## src/rtl/apd_pkg.sv

```systemverilog
package apd_pkg;
  typedef struct packed {
    logic [2:0] src;
    logic [1:0] run;
    logic [1:0] rec;
  } apd_cfg_t;

  localparam logic [2:0] SRC_OFF     = 3'd0;
  localparam logic [1:0] RUN_DEFAULT = 2'd0;
  localparam logic [1:0] REC_DEFAULT = 2'd1;
  localparam int         RUN_W       = 4;

  function automatic logic [RUN_W-1:0] run_need(input logic [1:0] code);
    return RUN_W'(1) << code;
  endfunction
endpackage

```

## src/rtl/apd_sync.sv

```systemverilog
module apd_sync #(
  parameter int STAGES = 2
) (
  input  logic clk,
  input  logic rst_n,
  input  logic d,
  output logic q
);
  logic [STAGES-1:0] pipe;

  always_ff @(posedge clk or negedge rst_n) begin
    if (!rst_n) pipe <= '0;
    else        pipe <= {pipe[STAGES-2:0], d};
  end

  assign q = pipe[STAGES-1];
endmodule

```

## src/rtl/apd_cfg.sv

```systemverilog
module apd_cfg
  import apd_pkg::*;
(
  input  logic       clk,
  input  logic       rst_n,
  input  logic       wr,
  input  logic [2:0] src_sel,
  input  logic [1:0] run_code,
  input  logic [1:0] rec_code,
  output apd_cfg_t   cfg,
  output logic       en
);
  always_ff @(posedge clk or negedge rst_n) begin
    if (!rst_n) begin
      cfg <= '{src: SRC_OFF, run: RUN_DEFAULT, rec: REC_DEFAULT};
    end else if (wr) begin
      cfg <= '{src: src_sel, run: run_code, rec: rec_code};
    end
  end

  assign en = (cfg.src != SRC_OFF);


  cfg_load_chk: assert property (@(posedge clk) disable iff (!rst_n)
    wr |=> (cfg.src == $past(src_sel)) && (cfg.rec == $past(rec_code)));
endmodule

```

## src/rtl/apd_chan.sv

```systemverilog
module apd_chan
  import apd_pkg::*;
#(
  parameter int REC_BASE = 4000,
  localparam int REC_W = $clog2(REC_BASE * 8 + 1)
) (
  input  logic       clk,
  input  logic       rst_n,
  input  logic       stb,
  input  logic       smp,
  input  logic       en,
  input  logic       clr,
  input  logic [1:0] run_code,
  input  logic [1:0] rec_code,
  output logic       pres
);
  logic [RUN_W-1:0] run_cnt;
  logic [REC_W-1:0] rec_cnt;
  logic [RUN_W-1:0] need;
  logic [REC_W-1:0] lim;
  logic             qual;
  logic             win_end;

  assign need    = run_need(run_code);
  assign lim     = REC_W'(REC_BASE) << rec_code;
  assign qual    = stb && smp && (run_cnt >= need - RUN_W'(1));
  assign win_end = (rec_cnt == lim - REC_W'(1));

  always_ff @(posedge clk or negedge rst_n) begin
    if (!rst_n) begin
      run_cnt <= '0;
      rec_cnt <= '0;
      pres    <= 1'b0;
    end else if (clr || !en) begin
      run_cnt <= '0;
      rec_cnt <= '0;
      pres    <= 1'b0;
    end else if (stb) begin
      if (!smp)              run_cnt <= '0;
      else if (run_cnt < need) run_cnt <= run_cnt + RUN_W'(1);
      if (qual) begin
        pres    <= 1'b1;
        rec_cnt <= '0;
      end else if (pres) begin
        if (win_end) begin
          pres    <= 1'b0;
          rec_cnt <= '0;
        end else begin
          rec_cnt <= rec_cnt + REC_W'(1);
        end
      end else begin
        rec_cnt <= '0;
      end
    end
  end


  off_holds_low_chk: assert property (@(posedge clk) disable iff (!rst_n)
    !en |=> !pres);

  clr_restarts_chk: assert property (@(posedge clk) disable iff (!rst_n)
    clr |=> (!pres && run_cnt == '0 && rec_cnt == '0));

  idle_stable_chk: assert property (@(posedge clk) disable iff (!rst_n)
    (!stb && !clr && en) |=> $stable(pres));

  rise_on_high_chk: assert property (@(posedge clk) disable iff (!rst_n)
    $rose(pres) |-> $past(stb && smp));

  low_resets_run_chk: assert property (@(posedge clk) disable iff (!rst_n)
    (stb && !smp) |=> run_cnt == '0);

  qual_restarts_chk: assert property (@(posedge clk) disable iff (!rst_n)
    (qual && !clr && en) |=> (pres && rec_cnt == '0));
endmodule

```

## src/rtl/audio_presence_det.sv

```systemverilog
module audio_presence_det
  import apd_pkg::*;
#(
  parameter int REC_BASE    = 4000,
  parameter int SYNC_STAGES = 2
) (
  input  logic       clk,
  input  logic       rst_n,
  input  logic       smp_stb,
  input  logic       cmp_l,
  input  logic       cmp_r,
  input  logic [2:0] src_sel,
  input  logic [1:0] run_code,
  input  logic [1:0] rec_code,
  input  logic       cfg_wr,
  output logic       pres_l,
  output logic       pres_r
);
  localparam int NCH = 2;

  apd_cfg_t         cfg;
  logic             en;
  logic [NCH-1:0]   cmp_raw;
  logic [NCH-1:0]   cmp_syn;
  logic [NCH-1:0]   pres;

  assign cmp_raw = {cmp_r, cmp_l};

  apd_cfg u_cfg (
    .clk      (clk),
    .rst_n    (rst_n),
    .wr       (cfg_wr),
    .src_sel  (src_sel),
    .run_code (run_code),
    .rec_code (rec_code),
    .cfg      (cfg),
    .en       (en)
  );

  for (genvar c = 0; c < NCH; c++) begin : g_ch
    apd_sync #(.STAGES(SYNC_STAGES)) u_sync (
      .clk   (clk),
      .rst_n (rst_n),
      .d     (cmp_raw[c]),
      .q     (cmp_syn[c])
    );
    apd_chan #(.REC_BASE(REC_BASE)) u_chan (
      .clk      (clk),
      .rst_n    (rst_n),
      .stb      (smp_stb),
      .smp      (cmp_syn[c]),
      .en       (en),
      .clr      (cfg_wr),
      .run_code (cfg.run),
      .rec_code (cfg.rec),
      .pres     (pres[c])
    );
  end

  assign pres_l = pres[0];
  assign pres_r = pres[1];


  write_clears_both_chk: assert property (@(posedge clk) disable iff (!rst_n)
    cfg_wr |=> (!pres_l && !pres_r));
endmodule

```

## config.mk

```make
export PLATFORM = sky130hd
export DESIGN_NAME = audio_presence_det
export DESIGN_NICKNAME = d
export VERILOG_FILES = /design/src/rtl/apd_pkg.sv /design/src/rtl/apd_sync.sv /design/src/rtl/apd_cfg.sv /design/src/rtl/apd_chan.sv /design/src/rtl/audio_presence_det.sv
export SDC_FILE = /design/constraint.sdc
export NUM_CORES = 1
export LEC_CHECK = 0
export BUFFER_PORTS_ARGS = -buffer_cell sky130_fd_sc_hd__buf_2
export CAP_MARGIN = 20
export CORE_MARGIN = 2
export CORE_UTILIZATION = 62
export DETAILED_ROUTE_END_ITERATION = 6
export GPL_TIMING_DRIVEN = 0
export PLACE_DENSITY_LB_ADDON = 0.25
export SETUP_SLACK_MARGIN = 0.02
export SLEW_MARGIN = 10
export SYNTH_ARGS = -nofsm -noshare
export SYNTH_HDL_FRONTEND = slang
export SYNTH_HIERARCHICAL = 1
export SYNTH_SLANG_ARGS = --single-unit
```

## constraint.sdc

```tcl
create_clock -name clk -period 2.53 [get_ports clk]
set_input_delay 0.3795 -clock clk [delete_from_list [all_inputs] [get_ports clk]]
set_output_delay 0.3795 -clock clk [all_outputs]
set_load 0.02 [all_outputs]
```

==> run summary <==
P&R area growth vs syn: 10.2%
most frequent cells in the layout: 56 x nand2_1, 47 x dfrtp_1, 24 x ha_1
I/O pin total: 15
Port Buffers: 14
Post-Place Worst Slack: 55.9 ps
worst skew pair latency: 310 ps
R2R Setup Slk: 130 ps
# diodes: 0
HPWL after DPL: 4.95 mm
M1 GR Usage: 33.5%
M2 GR Usage: 39.6%
FILL cells: 375
CP startpoint kind: register
post-synthesis instance area: 3380 um2
initial drt markers: 252
post-route setup slack: 125 ps
most common cell after layout, fill and taps aside: nand2_1
synth unique cells: 51
DIE HEIGHT: 77.9 um
ys async rst share: 100%
GP Congestion: 0.826
RSZ-0062 raised after global routing: false
share of cells above drive strength 1: 14.7%
Die ar.: 6070 um2
Root Driver: clkbuf_8
multi-input logic area: 1990 um2
initial antenna violation count: 0
Slew Viols, Final: 0
Clock Sinks: 51
number of global-route vias before repair: 2,760
fraction of the yosys area taken by sequential cells: 37.7%
clock transition at the registers of the reported paths: 100 ps
via count: 2,802
Tightest Pin Transition: 647 ps
Mapped Cells: 368
TritonCTS Buffers: 5
core box area: 5170 um2
WS Path Type: reg -> reg
met3 usage: 4.42%
Routed WL per cell: 15.2 um
min cycle time layout: 2400 ps
fin crit share: 95.1%
NumNets Final: 431
Post-synth EDFFs: 0
CTS tree: done
TritonRoute pass-1 iters: 4
PwrDens: 507 nW/um2
placed cells: 453
yosys warns: 6
Cell Count, Final, Fillers Out: 465
first-pass GRT wire length: 12.1 mm
Hold Crit Class: in -> reg
DRC: 0
Final Hold Vio Count: 0
syn avg cell area: 9.20 um2
Setup TNS Final: 0 ps
Clock Skews: 8.08 ps
Post-Route WL: 7.06 mm
Primary FF master, synth: dfrtp_1
Die W: 77.9 um
routed vias/inst: 6.03
slew margin rel.: 56.5%
register area: 1280 um2
status: completed
Highest Clock Rate: 0.416 GHz
GRT Total Usage: 24.7%
Seq cells post-synth: 51
syn nets: 405
Leakage: 1.70 nW
Setup violations, final: 0
CP arrival: 2640 ps
worst path required time: 2760 ps
CP max FO: 10
row count: 26
Max Buffers Root-to-Sink: 2
most used routing layer: met2
hold slack: 169 ps
Max-Cap Viols: 0
critical path capture point type: register
CTS H-tree lvls: 2
Antenna Nets Post-Route: 0
Starting Density: 65.4%
largest net degree at the start of global routing: 37
GRT overflow: 0
worst-case vdd ir drop: 0.358 mV
-- path summary, 6_finish.rpt --
kind	start	endpoint	cells after the start
worst max-delay path	u_cfg/cfg[2]	g_ch[1].u_chan/rec_cnt[10]	8
worst min-delay path	cmp_r	g_ch[1].u_sync/pipe[0]	1
worst max register to register	u_cfg/cfg[2]	g_ch[1].u_chan/rec_cnt[10]	8
worst min register to register	g_ch[1].u_sync/pipe[0]	g_ch[1].u_sync/pipe[1]	0
max in group asynchronous	rst_n	u_cfg/cfg[0]	3
min in group asynchronous	rst_n	g_ch[0].u_chan/run_cnt[1]	2
-- critical path, cell delays in order, from the launching register on --
cell and delay, ps:
dfrtp_2 450, or2_2 320, ha_1 280, nand2b_1 180, a31oi_4 200, o2111a_1 190, buf_4 170, or4b_1 450
o221ai_1 90
-- Yosys cell counts (4+ instances only) --
cell      instances  area (um2)
nor3_1            8        40.0
or4_1             4        30.0
o211ai_1          6        45.0
dfrtp_1          50        1250
clkbuf_1          4        15.0
a21o_1            6        45.0
mux2_4            7         105
or3_1             7        43.8
ha_1             24         300
and3_1            6        37.5
a21oi_1           6        30.0
inv_1            18        67.6
o21ai_0          14        70.1
nand2b_1          6        37.5
o311ai_0          6        52.6
xnor2_1           6        52.6
nand2_1          56         210
and4_1            4        35.0
and2_1            6        37.5
xor2_1            4        35.0
a211o_1           4        35.0
o21a_1            4        30.0
nand3_1          18        90.1
buf_2             6        30.0
a211oi_1          4        30.0
nor2b_1          10        62.6
o21bai_1          4        30.0
nand4_1          12        75.1
nor2_1           16        60.1
-- state kept, by name, indices dropped and copies added (netlist names) --
register             flops
g_ch.u_chan/rec_cnt     30
g_ch.u_sync/pipe         4
g_ch.u_chan/pres         2
u_cfg/cfg                7
g_ch.u_chan/run_cnt      8
-- layer usage --
| layer | up-vias | share of wire (%) |
|---|---|---|
| met5 | - | 0 |
| met4 | 0 | 1.3 |
| met3 | 10 | 4.2 |
| met2 | 57 | 47 |
| met1 | 1340 | 47 |
| li1 | 1395 | - |
-- final cells by class --
class                           count  share of cell area (%)
Timing Repair Buffer               19                    3.15
Inverter                           18                    1.81
Clock inverter                      2                   0.940
Multi-Input combinational cell    286                    53.3
Tap cell                           70                    2.35
Sequential cell                    51                    34.4
Buffer                             13                    1.91
Clock buffer                        6                    2.21
-- kinds of logic (layout without fill, tap and decap cells) --
group           Yosys count  in the layout  share of synthesized area (%)
mux                       7              7                           3.11
fa+ha+maj                24             24                           8.87
xor+xnor                 10             10                           2.59
compound gates           74             74                           16.6
simple gates            171            171                           27.0
flops                    51             51                           37.7
buf+inv                  31             58                           4.10
-- through the flow --
stage	power, mW	instance area [um2]	utilization, %
finish	1.89	3730	72.1
detailed placement	1.26	3560	68.9
floorplan	1.16	3380	-
global placement	1.24	3540	68.5
CTS	1.86	3690	71.3
global route	1.98	3730	72.1
-- power breakdown --
part	switching (mW)	total, mW	internal [mW]
Sequential	0.0457	0.900	0.854
Combinational	0.210	0.384	0.174
Clock	0.285	0.605	0.321
Total	0.540	1.89	1.35
-- timing repair --
action | CTS | global route
pin swaps | 0 | 2
hold endpoints to repair | 15 | 0
gates cloned | 0 | 0
endpoints found under the setup margin | 1 | 10
hold buffers | 1 | 0
resized for setup | 1 | 7
setup buffers | 0 | 3
Note: power is estimated with default switching activity, not from simulation.
